==> src/rtl/fifo_trig_pkg.sv <==
package fifo_trig_pkg;
  // Qualified strobes from control to datapath
  typedef struct packed {
    logic txPush;
    logic txPop;
    logic rxPush;
    logic rxPop;
    logic flush;
  } fifoStrb_t;
endpackage

==> src/rtl/fifo_trig_buf.sv <==
module fifo_trig_buf #(
  parameter int DEPTH = 16,
  parameter int W     = 8,
  localparam int PW   = $clog2(DEPTH),
  localparam int CW   = $clog2(DEPTH + 1)
) (
  input  logic          clk,
  input  logic          rstN,
  input  logic          flush,
  input  logic          push,
  input  logic          pop,
  input  logic [W-1:0]  wrData,
  output logic [W-1:0]  rdData,
  output logic [CW-1:0] count
);
  logic [W-1:0]  mem [DEPTH];
  logic [PW-1:0] wrPtr, rdPtr;

  function automatic logic [PW-1:0] nextPtr(input logic [PW-1:0] p);
    return (p == PW'(DEPTH - 1)) ? '0 : p + 1'b1;
  endfunction

  always_ff @(posedge clk) begin
    if (push) mem[wrPtr] <= wrData;
  end

  always_ff @(posedge clk) begin
    if (!rstN) begin
      wrPtr  <= '0;
      rdPtr  <= '0;
      count  <= '0;
      rdData <= '0;
    end else if (flush) begin
      wrPtr <= '0;
      rdPtr <= '0;
      count <= '0;
    end else begin
      if (push) wrPtr <= nextPtr(wrPtr);
      if (pop) begin
        rdPtr  <= nextPtr(rdPtr);
        rdData <= mem[rdPtr];
      end
      case ({push, pop})
        2'b10:   count <= count + 1'b1;
        2'b01:   count <= count - 1'b1;
        default: count <= count;
      endcase
    end
  end

  p_count_bound_r8: assert property (@(posedge clk) disable iff (!rstN)
    count <= CW'(DEPTH));
  p_flush_empties_r10: assert property (@(posedge clk) disable iff (!rstN)
    flush |=> count == '0);
  p_data_hold_r9: assert property (@(posedge clk) disable iff (!rstN)
    !pop |=> $stable(rdData));
  p_push_step_r11: assert property (@(posedge clk) disable iff (!rstN)
    (push && !pop && !flush) |=> count == $past(count) + 1'b1);
endmodule

==> src/rtl/fifo_trig_dp.sv <==
module fifo_trig_dp
  import fifo_trig_pkg::*;
#(
  parameter int DEPTH = 16,
  parameter int W     = 8,
  localparam int CW   = $clog2(DEPTH + 1)
) (
  input  logic          clk,
  input  logic          rstN,
  input  fifoStrb_t     strb,
  input  logic [W-1:0]  txWrData,
  input  logic [W-1:0]  rxPushData,
  output logic [W-1:0]  txPopData,
  output logic [W-1:0]  rxRdData,
  output logic [CW-1:0] txCount,
  output logic [CW-1:0] rxCount
);
  fifo_trig_buf #(.DEPTH(DEPTH), .W(W)) txBuf (
    .clk(clk), .rstN(rstN), .flush(strb.flush),
    .push(strb.txPush), .pop(strb.txPop),
    .wrData(txWrData), .rdData(txPopData), .count(txCount)
  );

  fifo_trig_buf #(.DEPTH(DEPTH), .W(W)) rxBuf (
    .clk(clk), .rstN(rstN), .flush(strb.flush),
    .push(strb.rxPush), .pop(strb.rxPop),
    .wrData(rxPushData), .rdData(rxRdData), .count(rxCount)
  );
endmodule

==> src/rtl/fifo_trig_ctrl.sv <==
module fifo_trig_ctrl
  import fifo_trig_pkg::*;
#(
  parameter int DEPTH = 16,
  localparam int CW   = $clog2(DEPTH + 1)
) (
  input  logic          clk,
  input  logic          rstN,
  input  logic [7:0]    ctlByte,
  input  logic [CW-1:0] txTrig,
  input  logic [CW-1:0] rxTrig,
  input  logic          txWrEn,
  input  logic          txPopReq,
  input  logic          rxPushReq,
  input  logic          rxRdEn,
  input  logic [CW-1:0] txCount,
  input  logic [CW-1:0] rxCount,
  output fifoStrb_t     strb,
  output logic          txIrq,
  output logic          rxIrq,
  output logic          txSpace,
  output logic          txEmpty
);
  localparam int EN_BIT = 0;

  logic          fifoEn, prevEn;
  logic [CW-1:0] cap;
  logic          unusedCtl;

  // Block mode (bit 3) and the spare bits only steer ready signalling elsewhere
  assign unusedCtl = ^{ctlByte[7:1]};
  assign fifoEn    = ctlByte[EN_BIT];
  assign cap       = fifoEn ? CW'(DEPTH) : CW'(1);

  always_ff @(posedge clk) begin
    if (!rstN) prevEn <= 1'b0;
    else       prevEn <= fifoEn;
  end

  always_comb begin
    strb.flush  = fifoEn != prevEn;
    strb.txPush = txWrEn    && (txCount < cap) && !strb.flush;
    strb.txPop  = txPopReq  && (txCount != '0) && !strb.flush;
    strb.rxPush = rxPushReq && (rxCount < cap) && !strb.flush;
    strb.rxPop  = rxRdEn    && (rxCount != '0) && !strb.flush;
  end

  always_comb begin
    txIrq   = fifoEn ? (txCount <= txTrig) : (txCount == '0);
    rxIrq   = fifoEn ? (rxCount >= rxTrig) : (rxCount != '0);
    txSpace = txCount < cap;
    txEmpty = txCount == '0;
  end

  p_single_entry_r2: assert property (@(posedge clk) disable iff (!rstN)
    (!fifoEn && !strb.flush) |-> (txCount <= CW'(1) && rxCount <= CW'(1)));
  p_full_drop_r8: assert property (@(posedge clk) disable iff (!rstN)
    (txWrEn && !txPopReq && !strb.flush && txCount == CW'(DEPTH)) |=> txCount == CW'(DEPTH));
  p_empty_read_r9: assert property (@(posedge clk) disable iff (!rstN)
    (rxRdEn && !rxPushReq && !strb.flush && rxCount == '0) |=> rxCount == '0);
  p_empty_has_room_r7: assert property (@(posedge clk) disable iff (!rstN)
    txEmpty |-> txSpace);
endmodule

==> src/rtl/fifo_trig_irq.sv <==
module fifo_trig_irq
  import fifo_trig_pkg::*;
#(
  parameter int DEPTH = 16,
  parameter int W     = 8,
  localparam int CW   = $clog2(DEPTH + 1)
) (
  input  logic          clk,
  input  logic          rstN,
  input  logic [7:0]    ctlByte,
  input  logic [CW-1:0] txTrig,
  input  logic [CW-1:0] rxTrig,
  input  logic          txWrEn,
  input  logic [W-1:0]  txWrData,
  input  logic          txPopReq,
  output logic [W-1:0]  txPopData,
  input  logic          rxPushReq,
  input  logic [W-1:0]  rxPushData,
  input  logic          rxRdEn,
  output logic [W-1:0]  rxRdData,
  output logic          txIrq,
  output logic          rxIrq,
  output logic          txSpace,
  output logic          txEmpty
);
  fifoStrb_t     strb;
  logic [CW-1:0] txCount, rxCount;

  fifo_trig_ctrl #(.DEPTH(DEPTH)) ctrl (
    .clk(clk), .rstN(rstN), .ctlByte(ctlByte),
    .txTrig(txTrig), .rxTrig(rxTrig),
    .txWrEn(txWrEn), .txPopReq(txPopReq),
    .rxPushReq(rxPushReq), .rxRdEn(rxRdEn),
    .txCount(txCount), .rxCount(rxCount), .strb(strb),
    .txIrq(txIrq), .rxIrq(rxIrq), .txSpace(txSpace), .txEmpty(txEmpty)
  );

  fifo_trig_dp #(.DEPTH(DEPTH), .W(W)) dp (
    .clk(clk), .rstN(rstN), .strb(strb),
    .txWrData(txWrData), .rxPushData(rxPushData),
    .txPopData(txPopData), .rxRdData(rxRdData),
    .txCount(txCount), .rxCount(rxCount)
  );
endmodule

==> config.mk <==
export PLATFORM = sky130hd
export DESIGN_NAME = fifo_trig_irq
export DESIGN_NICKNAME = d
export VERILOG_FILES = /design/src/rtl/fifo_trig_pkg.sv /design/src/rtl/fifo_trig_buf.sv /design/src/rtl/fifo_trig_dp.sv /design/src/rtl/fifo_trig_ctrl.sv /design/src/rtl/fifo_trig_irq.sv
export SDC_FILE = /design/constraint.sdc
export NUM_CORES = 1
export LEC_CHECK = 0
export BUFFER_PORTS_ARGS = -buffer_cell sky130_fd_sc_hd__buf_2
export CAP_MARGIN = 20
export CORE_ASPECT_RATIO = 0.8
export CORE_MARGIN = 4
export CORE_UTILIZATION = 65
export CTS_CLUSTER_DIAMETER = 30
export DETAILED_ROUTE_END_ITERATION = 7
export GPL_ROUTABILITY_DRIVEN = 0
export PLACE_DENSITY = 0.95
export SLEW_MARGIN = 20
export SYNTH_ARGS = -nofsm -noshare
export SYNTH_HDL_FRONTEND = slang
export SYNTH_SLANG_ARGS = --single-unit
export TNS_END_PERCENT = 100
==> constraint.sdc <==
create_clock -name clk -period 8.4 [get_ports clk]
set_input_delay 0.42 -clock clk [delete_from_list [all_inputs] [get_ports clk]]
set_output_delay 0.42 -clock clk [all_outputs]
set_load 0.05 [all_outputs]
==> qor.csv, run 1 <==
stage,metric,value,unit
synth,ranking of synthesized cells by area,"edfxtp_1, dfxtp_1, mux4_2",
floorplan,Vert. Die Dim,131,µm
timing,final setup violating endpoints,0,
synth,"Net Count, Synth",858,
clocking,cts-stage hold buffer count,0,
floorplan,number of core rows,44,
timing,setup TNS,0,ns
timing,post-route minimum period,3.16,ns
clocking,Clock Latency Late Sink,0.53,ns
synth,Post-synth EDFFs,256,
timing,crit share post-route,0.376,
synth,"count leader, synth",edfxtp_1,
worst_setup_path,crit path DAT,3.61,ns
worst_setup_path,Worst R2R Path Depth,12,
flow_run,max-cap viol count,0,
timing,Max Fclk,0.317,GHz
timing,Worst Tran Pin Value,1.18,ns
synth,Synth top area share,0.625,
worst_setup_path,crit-path max FO,8,
worst_setup_path,reg-to-reg critical path startpoint,dp.rxBuf.count[0],
detailed_routing,Pre-antenna DRT Iters,7,
grt,vias in the first global route,7437,
timing,slew margin rel.,0.213,
timing,setup ws final,5.24,ns
clocking,post-CTS setup buffers,0,
clocking,cts bufs inserted,42,
timing,Worst Skew,0.0167,ns
placement,placed cells,1061,
finish,Finished Layout Cells,1139,
floorplan,core area,18400,µm²
clocking,CTS tree,yes,
worst_setup_path,CP startpoint kind,flip-flop,
min_path,worst hold stages,1,
timing,RSZ-0062 raised after global routing,false,
detailed_routing,DRT iter0 DRCs,1109,
synth,Yosys cell types,48,
worst_setup_path,capture point of the worst reg-to-reg path,dp.rxBuf.count[4],
grt,GR Overflow Total,0,
clocking,root buffer cell,clkbuf_16,
placement,Post-Place Setup Slack,5.12,ns
worst_setup_path,type of the worst setup path,reg -> reg,
finish,Layout fillers,900,
synth,Synth Warn #,0,
finish,layout cell share with drive strength beyond 1,0.205,
floorplan,die width,162,µm
detailed_routing,routed wire length,29.9,mm
grt,initial antenna violation count,0,
synth,cells after synthesis,788,
detailed_routing,Via density,6.75,
worst_setup_path,Worst EP required,8.86,ns
synth,"FF+latch count, synth",299,
finish,Area Growth Syn to Fin,15.1,%
synth,Synth Area per Inst,15.6,µm²
timing,Final Slew Violations,0,
worst_setup_path,CP endpoint kind,flip-flop,
synth,Post-synth ARST share,0,
clocking,Longest Clk Path Bufs,3,
worst_setup_path,Reg2Reg Setup Slack,5.24,ns
floorplan,boundary pin count,60,
clocking,CTS sink count,299,
detailed_routing,via count,7687,
min_path,hold endpoint,dp.txBuf.mem[9][0],
detailed_routing,DRC viols,0,
min_path,Hold Startpoint,txWrData[0],
placement,Post-DP HPWL,16.2,mm
outcome,status,finished clean,
detailed_routing,Routed wire per std cell,26.2,µm
finish,Layout Utilization,0.770,
synth,"Primary FF master, synth",edfxtp_1,
synth,"area leader, netlist",edfxtp_1,
clocking,post-cts sizing count,0,
timing,Fin Hold WS,0.292,ns
placement,Buffers on Ports,52,
synth,"Seq/Total Area, Yosys",0.695,
detailed_routing,Detail Route Antenna Nets,0,
timing,final hold vios,0,
min_path,Hold Crit Class,in -> reg,
grt,all-layer global routing usage,0.287,
power_and_ir_drop,pwr/cell area,245,nW/µm²
synth,Post-synth top cells,"edfxtp_1, mux2i_1, nor2_1",
clocking,H-tree depth,2,
finish,nets,922,
grt,first-pass GRT wire length,45.4,mm
floorplan,initial core utilization,0.669,
finish,ant diodes,0,
floorplan,Die Area,21200,µm²
grt,pin count of the biggest net entering global routing,40,
power_and_ir_drop,Max IR drop VDD,172,µV
clocking,"CTS clk-pin slew, worst paths",0.06,ns
synth,cell area after synthesis,12300,µm²
power_and_ir_drop,Static Leak,4.66,nW
[state kept, by name, indices dropped and copies added, names as in the netlist]
register and count:
dp.txBuf.rdPtr 4, dp.rxBuf.rdPtr 4, dp.rxBuf.wrPtr 4, dp.txBuf.rdData 8, dp.txBuf.wrPtr 4, dp.rxBuf.mem 128
dp.rxBuf.rdData 8, ctrl.prevEn 1, dp.txBuf.mem 128, dp.txBuf.count 5, dp.rxBuf.count 5
[worst max path at each step]
stage                                    to  slack (ns)              start
final                     dp.rxBuf.count[4]        5.24  dp.rxBuf.count[0]
after global routing      dp.rxBuf.count[4]        5.01  dp.rxBuf.count[1]
after CTS                 dp.rxBuf.count[4]        5.27  dp.rxBuf.count[0]
after detailed placement  dp.txBuf.count[4]        5.12         ctlByte[0]
after global placement    dp.rxBuf.count[4]        5.20         ctlByte[0]
after floorplan           dp.rxBuf.count[4]        5.31         ctlByte[0]
[per-layer routing]
| layer | GRT usage | part of all wire | up-vias |
|---|---|---|---|
| li1 | - | - | 3200 |
| met1 | 0.404 | 0.38 | 3751 |
| met2 | 0.446 | 0.47 | 616 |
| met3 | 0.0716 | 0.12 | 120 |
| met4 | 0.109 | 0.039 | 0 |
| met5 | 0 | 0 | - |
[per-stage QoR]
| step | power (W) | cell area (µm²) |
|---|---|---|
| after floorplan | 0.00173 | 12300 |
| after global placement | 0.00177 | 12800 |
| after detailed placement | 0.00178 | 12800 |
| after CTS | 0.00348 | 14200 |
| after global routing | 0.00356 | 14200 |
| final | 0.00347 | 14200 |
[cell families after synthesis]
group / after synthesis / share of synthesized area
AND/OR/NAND/NOR: 141 / 0.0548
buffers and inverters: 69 / 0.0255
adder cells (fa/ha/maj): 30 / 0.0311
flip-flops: 299 / 0.695
multiplexers: 101 / 0.115
AO/OA/AOI/OAI: 136 / 0.0706
XOR/XNOR: 12 / 0.00854
[report_power, final]
group          internal, W  switching (W)
Clock              0.00106       0.000663
Sequential         0.00162     0.00000737
Combinational    0.0000363      0.0000875
Total              0.00272       0.000758
[cell usage in the layout, fill, tap and decap left out, types with 3 or more instances in the layout]
cell type and n:
a21oi_1 22, buf_4 10, a211oi_2 3, clkinv_8 3, buf_2 52, o22ai_1 34
clkbuf_16 43, clkinv_1 3, clkbuf_1 7, nor3_2 3, dfxtp_2 3, ha_1 29
nor2b_1 8, mux2i_1 69, nand2b_1 6, a211oi_1 19, xor2_1 10, nor2_1 53
o21ai_0 23, clkinvlp_4 4, clkinv_2 7, or2_2 4, nand2_1 33, a31oi_1 23
nand3_1 9, edfxtp_1 256, or3_1 3, nor3_1 8, bufinv_16 3, inv_1 27
clkinv_4 3, dfxtp_1 40, mux4_2 32
[cell type report]
| cell class | count | area (µm²) | share of cell area |
|---|---|---|---|
| Clock buffer | 51 | 1120 | 0.0788 |
| Clock inverter | 27 | 282 | 0.0199 |
| Inverter | 27 | 101 | 0.00715 |
| Multi-Input combinational cell | 420 | 3460 | 0.244 |
| Sequential cell | 299 | 8550 | 0.604 |
| Tap cell | 253 | 317 | 0.0223 |
| Timing Repair Buffer | 62 | 335 | 0.0237 |
[critical path, cell delays in order, from the launching register on]
cell       delay, ns
dfxtp_1         0.39
nor4_4          0.45
o2bb2ai_2       0.23
and2_4          0.26
inv_1           0.08
ha_1            0.32
xor2_1          0.19
ha_1            0.22
a21oi_1         0.25
a32o_1          0.21
a21oi_1         0.05
or3_1           0.33
a21oi_1         0.13
(Power assumes the default switching activity.)
==> run 2, diff against run 1 <==
--- a/config.mk
+++ b/config.mk
@@ -9,11 +9,11 @@
 export CAP_MARGIN = 20
 export CORE_ASPECT_RATIO = 0.8
 export CORE_MARGIN = 4
-export CORE_UTILIZATION = 65
+export CORE_UTILIZATION = 55
 export CTS_CLUSTER_DIAMETER = 30
 export DETAILED_ROUTE_END_ITERATION = 7
 export GPL_ROUTABILITY_DRIVEN = 0
-export PLACE_DENSITY = 0.95
+export PLACE_DENSITY = 0.87
 export SLEW_MARGIN = 20
 export SYNTH_ARGS = -nofsm -noshare
 export SYNTH_HDL_FRONTEND = slang
==> constraint.sdc (replaced) <==
create_clock -name clk -period 2.8 [get_ports clk]
set_input_delay 0.14 -clock clk [delete_from_list [all_inputs] [get_ports clk]]
set_output_delay 0.14 -clock clk [all_outputs]
set_load 0.05 [all_outputs]
==> run 2 against run 1 <==
Worst hold slack lost 0.26 ns. Critical path depth is the same. Die area grew 17%. First-iteration DRC count shrank 23%. Sequential power grew to 3.0 times the previous value. Flip-flop and latch count is the same. Total power grew to 3.1 times the previous value. Non-clock buffer count grew 49. Cell count grew 8.3%. Via count shrank 2.8%. Largest power group unchanged. Highest routed layer unchanged.
==> qor.csv, run 2 (synthesis gave the netlist of run 1 again) <==
stage,metric,value,unit
grt,first-pass GRT wire length,42.5,mm
finish,"most common cell after layout, fill and taps aside",edfxtp_1,
clocking,CTS sink count,299,
timing,final hold vios,0,
worst_setup_path,Worst EP required,3.24,ns
worst_setup_path,type of the worst setup path,reg -> reg,
floorplan,number of core rows,48,
clocking,cts bufs inserted,43,
grt,all-layer global routing usage,0.224,
finish,layout cell share with drive strength beyond 1,0.252,
floorplan,Vert. Die Dim,142,µm
timing,Worst Tran Pin Value,0.679,ns
detailed_routing,DRC viols,0,
worst_setup_path,crit path DAT,3.12,ns
clocking,cts-stage hold buffer count,0,
timing,Final Slew Violations,0,
floorplan,Die Area,24800,µm²
grt,initial antenna violation count,0,
floorplan,die width,175,µm
finish,Layout Utilization,0.673,
detailed_routing,via count,7475,
placement,Post-DP HPWL,16.8,mm
detailed_routing,Pre-antenna DRT Iters,5,
clocking,"CTS clk-pin slew, worst paths",0.06,ns
worst_setup_path,CP endpoint kind,flip-flop,
detailed_routing,routed wire length,27.7,mm
clocking,Longest Clk Path Bufs,3,
clocking,root buffer cell,clkbuf_16,
timing,Worst Skew,0.0158,ns
timing,final setup violating endpoints,0,
flow_run,max-cap viol count,0,
detailed_routing,DRT iter0 DRCs,850,
power_and_ir_drop,Static Leak,4.92,nW
placement,Buffers on Ports,52,
power_and_ir_drop,Tot Pwr,0.0107,W
detailed_routing,Routed wire per std cell,22.4,µm
grt,GR Overflow Total,0,
clocking,Clock Latency Late Sink,0.53,ns
finish,Largest regs,"dp.rxBuf.mem (128), dp.txBuf.mem (128)",
power_and_ir_drop,Max IR drop VDD,353,µV
detailed_routing,Via density,6.06,
worst_setup_path,crit-path max FO,5,
outcome,status,finished clean,
finish,Area Growth Syn to Fin,19.3,%
worst_setup_path,CP startpoint kind,flip-flop,
timing,slew margin rel.,0.545,
timing,setup ws final,0.124,ns
min_path,Hold Crit Class,in -> reg,
detailed_routing,Detail Route Antenna Nets,0,
grt,pin count of the biggest net entering global routing,27,
timing,crit share post-route,0.956,
finish,nets,972,
clocking,CTS tree,yes,
floorplan,core area,21800,µm²
timing,post-route minimum period,2.68,ns
grt,vias in the first global route,7473,
clocking,H-tree depth,2,
finish,ant diodes,0,
placement,Post-Place Setup Slack,0.0334,ns
power_and_ir_drop,pwr/cell area,727,nW/µm²
timing,Max Fclk,0.374,GHz
floorplan,boundary pin count,60,
floorplan,initial core utilization,0.564,
finish,most frequent cells in the layout,"edfxtp_1, mux2i_1, buf_4",
-- run 2: worst paths after layout --
path	slack [ns]	depth (start not counted)	startpoint	endpoint
setup reg to reg	0.12	12	dp.txBuf.count[4]	dp.txBuf.count[4]
setup / recovery	0.12	12	dp.txBuf.count[4]	dp.txBuf.count[4]
hold reg to reg	0.55	2	dp.rxBuf.rdData[6]	dp.rxBuf.rdData[6]
hold / removal	0.03	1	txWrData[4]	dp.txBuf.mem[15][4]
-- run 2: timing repair --
item / 4_1_cts / 5_1_grt
buffers inserted: 0 / 6
setup endpoints to repair: 0 / 2
resized for setup: 0 / 8
endpoints found under the hold margin: 0 / 0
-- run 2: where the power goes --
| group | switching (W) | internal (W) |
|---|---|---|
| clock | 0.00193 | 0.00345 |
| sequential | 0.0000199 | 0.00487 |
| combinational | 0.000264 | 0.000136 |
-- run 2: per-stage QoR --
| stage | instance area, µm² | TNS (ns) | cells | hold WS, ns |
|---|---|---|---|---|
| global route | 14700 | -0.0491 | 1234 | 0.0197 |
| finish | 14700 | 0 | 1234 | 0.0293 |
| floorplan | 12300 | 0 | 788 | 0.239 |
| CTS | 14600 | 0 | 1228 | 0.00253 |
| global placement | 13100 | 0 | 1151 | 0.508 |
| detailed placement | 13100 | 0 | 1151 | 0.521 |
-- run 2: area by class of cell --
type                    count  area [µm²]
flip-flops and latches    299        8550
fillers                  1304        7120
multi-input cells         420        3490
clock buffers              48        1120
repair buffers            111         703
well taps                 300         375
clock inverters            29         345
inverters                  27         101
-- run 2: metal layers --
metal,up-vias,global-route usage,share of wire
met1,3679,0.303,0.39
met5,-,0,0
met2,438,0.361,0.48
li1,3295,-,-
met4,0,0.0810,0.027
met3,63,0.0538,0.10
-- run 2: worst max-delay path, cell delays in order (launching register included) --
cell	delay, ns
dfxtp_1	0.34
ha_1	0.30
o2bb2ai_1	0.09
and2_1	0.18
inv_1	0.10
ha_4	0.17
inv_1	0.08
fa_1	0.46
nor2b_2	0.16
o21ai_1	0.11
nor4b_2	0.18
or3_1	0.30
a21oi_1	0.13
==> run 3, diff against run 2 <==
--- a/config.mk
+++ b/config.mk
@@ -5,6 +5,7 @@
 export SDC_FILE = /design/constraint.sdc
 export NUM_CORES = 1
 export LEC_CHECK = 0
+export ABC_AREA = 1
 export BUFFER_PORTS_ARGS = -buffer_cell sky130_fd_sc_hd__buf_2
 export CAP_MARGIN = 20
 export CORE_ASPECT_RATIO = 0.8
@@ -13,7 +14,7 @@
 export CTS_CLUSTER_DIAMETER = 30
 export DETAILED_ROUTE_END_ITERATION = 7
 export GPL_ROUTABILITY_DRIVEN = 0
-export PLACE_DENSITY = 0.87
+export PLACE_DENSITY_LB_ADDON = 0.12
 export SLEW_MARGIN = 20
 export SYNTH_ARGS = -nofsm -noshare
 export SYNTH_HDL_FRONTEND = slang
==> run 3 against run 2 <==
Sequential share of layout area fell by 3.1 points. Area after synthesis up 7.4%. Largest power group unchanged. Critical endpoint is now dp.rxBuf.count[4]. Total power up 3.5%. Fmax is 9.8% higher. Non-clock buffer count down 6.
==> qor.csv, run 3 <==
stage,metric,value,unit
clocking,"CTS clk-pin slew, worst paths",0.06,ns
placement,Post-DP HPWL,18.6,mm
outcome,status,finished clean,
finish,nets,1480,
grt,first-pass GRT wire length,47.0,mm
timing,Worst Skew,0.0212,ns
synth,"Net Count, Synth",1379,
synth,"Seq/Total Area, Yosys",0.647,
detailed_routing,Routed wire per std cell,17.0,µm
worst_setup_path,Worst EP required,3.25,ns
clocking,Clock Latency Late Sink,0.53,ns
clocking,Longest Clk Path Bufs,3,
worst_setup_path,Critical path origin,dp.rxBuf.count[1],
clocking,cts bufs inserted,47,
min_path,Hold Startpoint,rxPushData[1],
grt,pin count of the biggest net entering global routing,74,
power_and_ir_drop,sw frac,0.233,
detailed_routing,DRC viols,0,
detailed_routing,Detail Route Antenna Nets,0,
timing,crit share post-route,0.870,
worst_setup_path,CP startpoint kind,flip-flop,
worst_setup_path,crit path DAT,2.89,ns
synth,Synth top area share,0.582,
finish,most frequent cells in the layout,"nand2_1, edfxtp_1, nor2_1",
clocking,root buffer cell,clkbuf_16,
timing,Final Slew Violations,0,
timing,Max Fclk,0.410,GHz
worst_setup_path,type of the worst setup path,reg -> reg,
flow_run,max-cap viol count,0,
clocking,CTS sink count,299,
finish,"most common cell after layout, fill and taps aside",nand2_1,
power_and_ir_drop,Max IR drop VDD,546,µV
grt,vias in the first global route,8545,
timing,final setup violating endpoints,0,
min_path,worst hold stages,1,
power_and_ir_drop,Static Leak,6.27,nW
worst_setup_path,Reg2Reg Setup Slack,0.36,ns
timing,setup TNS,0,ns
synth,Synth Warn #,0,
power_and_ir_drop,Int Power,0.00847,W
floorplan,Die Area,26600,µm²
synth,"count leader, synth",nand2_1,
detailed_routing,Via density,5.23,
clocking,post-CTS setup buffers,0,
power_and_ir_drop,pwr/cell area,713,nW/µm²
worst_setup_path,reg-to-reg critical path startpoint,dp.rxBuf.count[1],
worst_setup_path,crit-path max FO,11,
synth,Post-synth EDFFs,256,
floorplan,boundary pin count,60,
synth,Post-synth ARST share,0,
min_path,Hold Crit Class,in -> reg,
finish,Area Growth Syn to Fin,17.2,%
synth,"FF+latch count, synth",299,
detailed_routing,routed wire length,29.9,mm
floorplan,die width,181,µm
detailed_routing,DRT iter0 DRCs,866,
placement,Buffers on Ports,52,
detailed_routing,Pre-antenna DRT Iters,5,
timing,post-route minimum period,2.44,ns
power_and_ir_drop,Combinational Power Share,0.062,
synth,cells after synthesis,1309,
timing,slew margin rel.,0.389,
grt,all-layer global routing usage,0.223,
synth,Yosys cell types,36,
finish,layout cell share with drive strength beyond 1,0.143,
clocking,CTS tree,yes,
power_and_ir_drop,Sequential Power Share,0.445,
detailed_routing,via count,9199,
grt,GRT met3 Usage,0.0423,
power_and_ir_drop,Switch Pwr,0.00257,W
grt,initial antenna violation count,0,
synth,"Primary FF master, synth",edfxtp_1,
timing,Fin Hold WS,0.0233,ns
floorplan,number of core rows,50,
grt,met1 Use GR,0.359,
timing,RSZ-0062 raised after global routing,false,
floorplan,core area,23500,µm²
synth,"area leader, netlist",edfxtp_1,
floorplan,Vert. Die Dim,147,µm
synth,cell area after synthesis,13200,µm²
synth,ranking of synthesized cells by area,"edfxtp_1, nand2_1, nor2_1",
finish,Largest regs,"dp.rxBuf.mem (128), dp.txBuf.mem (128)",
timing,final hold vios,0,
grt,GR Util met2,0.319,
finish,ant diodes,0,
clocking,post-cts sizing count,0,
worst_setup_path,CP endpoint kind,flip-flop,
synth,Post-synth top cells,"nand2_1, edfxtp_1, nor2_1",
finish,Layout Utilization,0.659,
grt,GR Overflow Total,0,
min_path,hold endpoint,dp.rxBuf.mem[12][1],
synth,Synth Area per Inst,10.1,µm²
worst_setup_path,Worst R2R Path Depth,14,
floorplan,initial core utilization,0.562,
worst_setup_path,capture point of the worst reg-to-reg path,dp.rxBuf.count[4],
grt,GR peak layer,met1,
clocking,H-tree depth,2,
timing,Worst Tran Pin Value,0.915,ns
power_and_ir_drop,Clock Power Share,0.493,
## run 3: cell count changes after synthesis, moves of 11 or more
cell | before | now
mux4_2 | 32 | 0
nand2_1 | 33 | 286
buf_2 | 14 | 25
inv_1 | 27 | 97
o22ai_1 | 34 | 0
a31oi_1 | 23 | 0
o21ai_0 | 23 | 88
nor2_1 | 53 | 255
a211oi_1 | 20 | 0
nand3_1 | 9 | 114
mux2i_1 | 69 | 0
## run 3: cell families after synthesis
family / Yosys count / share of synthesized area
adder cells (fa/ha/maj): 30 / 0.0290
AO/OA/AOI/OAI: 128 / 0.0499
XOR/XNOR: 13 / 0.00862
AND/OR/NAND/NOR: 675 / 0.211
buffers and inverters: 164 / 0.0547
flip-flops: 299 / 0.647
## run 3: stage by stage
step	worst slack [ns]	cells	power (W)	instance area, µm²
floorplan	0.522	1309	0.00545	13200
global placement	0.408	1670	0.00567	13900
detailed placement	0.383	1670	0.00568	13900
CTS	0.370	1760	0.0111	15500
global route	0.156	1760	0.0114	15500
finish	0.363	1760	0.0110	15500
## run 3: area by class of cell
cell class / count / area [µm²]
clock buffer: 51 / 1230
clock inverter: 36 / 283
fill: 1847 / 8030
inverter: 111 / 428
multi-input combinational: 846 / 3950
sequential: 299 / 8550
tap: 312 / 390
timing repair buffer: 105 / 666
## run 3: layer usage
layer  routed length [µm]  vias to the layer above
met2                12600                      299
met4                  386                        0
met3                 2220                       38
li1                     -                     4582
met5                    0                        -
met1                14700                     4280
## run 3: power groups by stage
stage	combinational [W]	clock, W	sequential (W)
2_1_floorplan	0.000392	0	0.00506
3_3_place_gp	0.000671	0	0.00500
3_5_place_dp	0.000682	0	0.00500
4_1_cts	0.000689	0.00550	0.00491
5_1_grt	0.000760	0.00574	0.00492
6_report	0.000688	0.00544	0.00491
## run 3: repair_timing
action	in CTS	in global routing
hold buffers	3	0
hold endpoints to repair	4	0
endpoints found under the setup margin	0	0
## run 3: worst max-delay path, cell delays in order, from the launching register on
cell,delay [ns]
dfxtp_1,0.36
nor2_1,0.15
nand3_1,0.08
o21ai_0,0.28
nand2_4,0.19
ha_1,0.34
xor2_1,0.19
ha_1,0.21
inv_1,0.04
nand2_1,0.07
nand3_1,0.12
nand3_1,0.08
nand2_1,0.07
nand2_1,0.05
a21oi_1,0.13
## run 3: worst max-delay path by stage
stage	slack [ns]	cells after the start	end
detailed placement	0.38	14	dp.rxBuf.count[4]
finish	0.36	14	dp.rxBuf.count[4]
floorplan	0.52	18	dp.txBuf.count[4]
CTS	0.37	14	dp.rxBuf.count[4]
global route	0.16	15	dp.rxBuf.count[4]
global placement	0.41	15	dp.rxBuf.count[4]
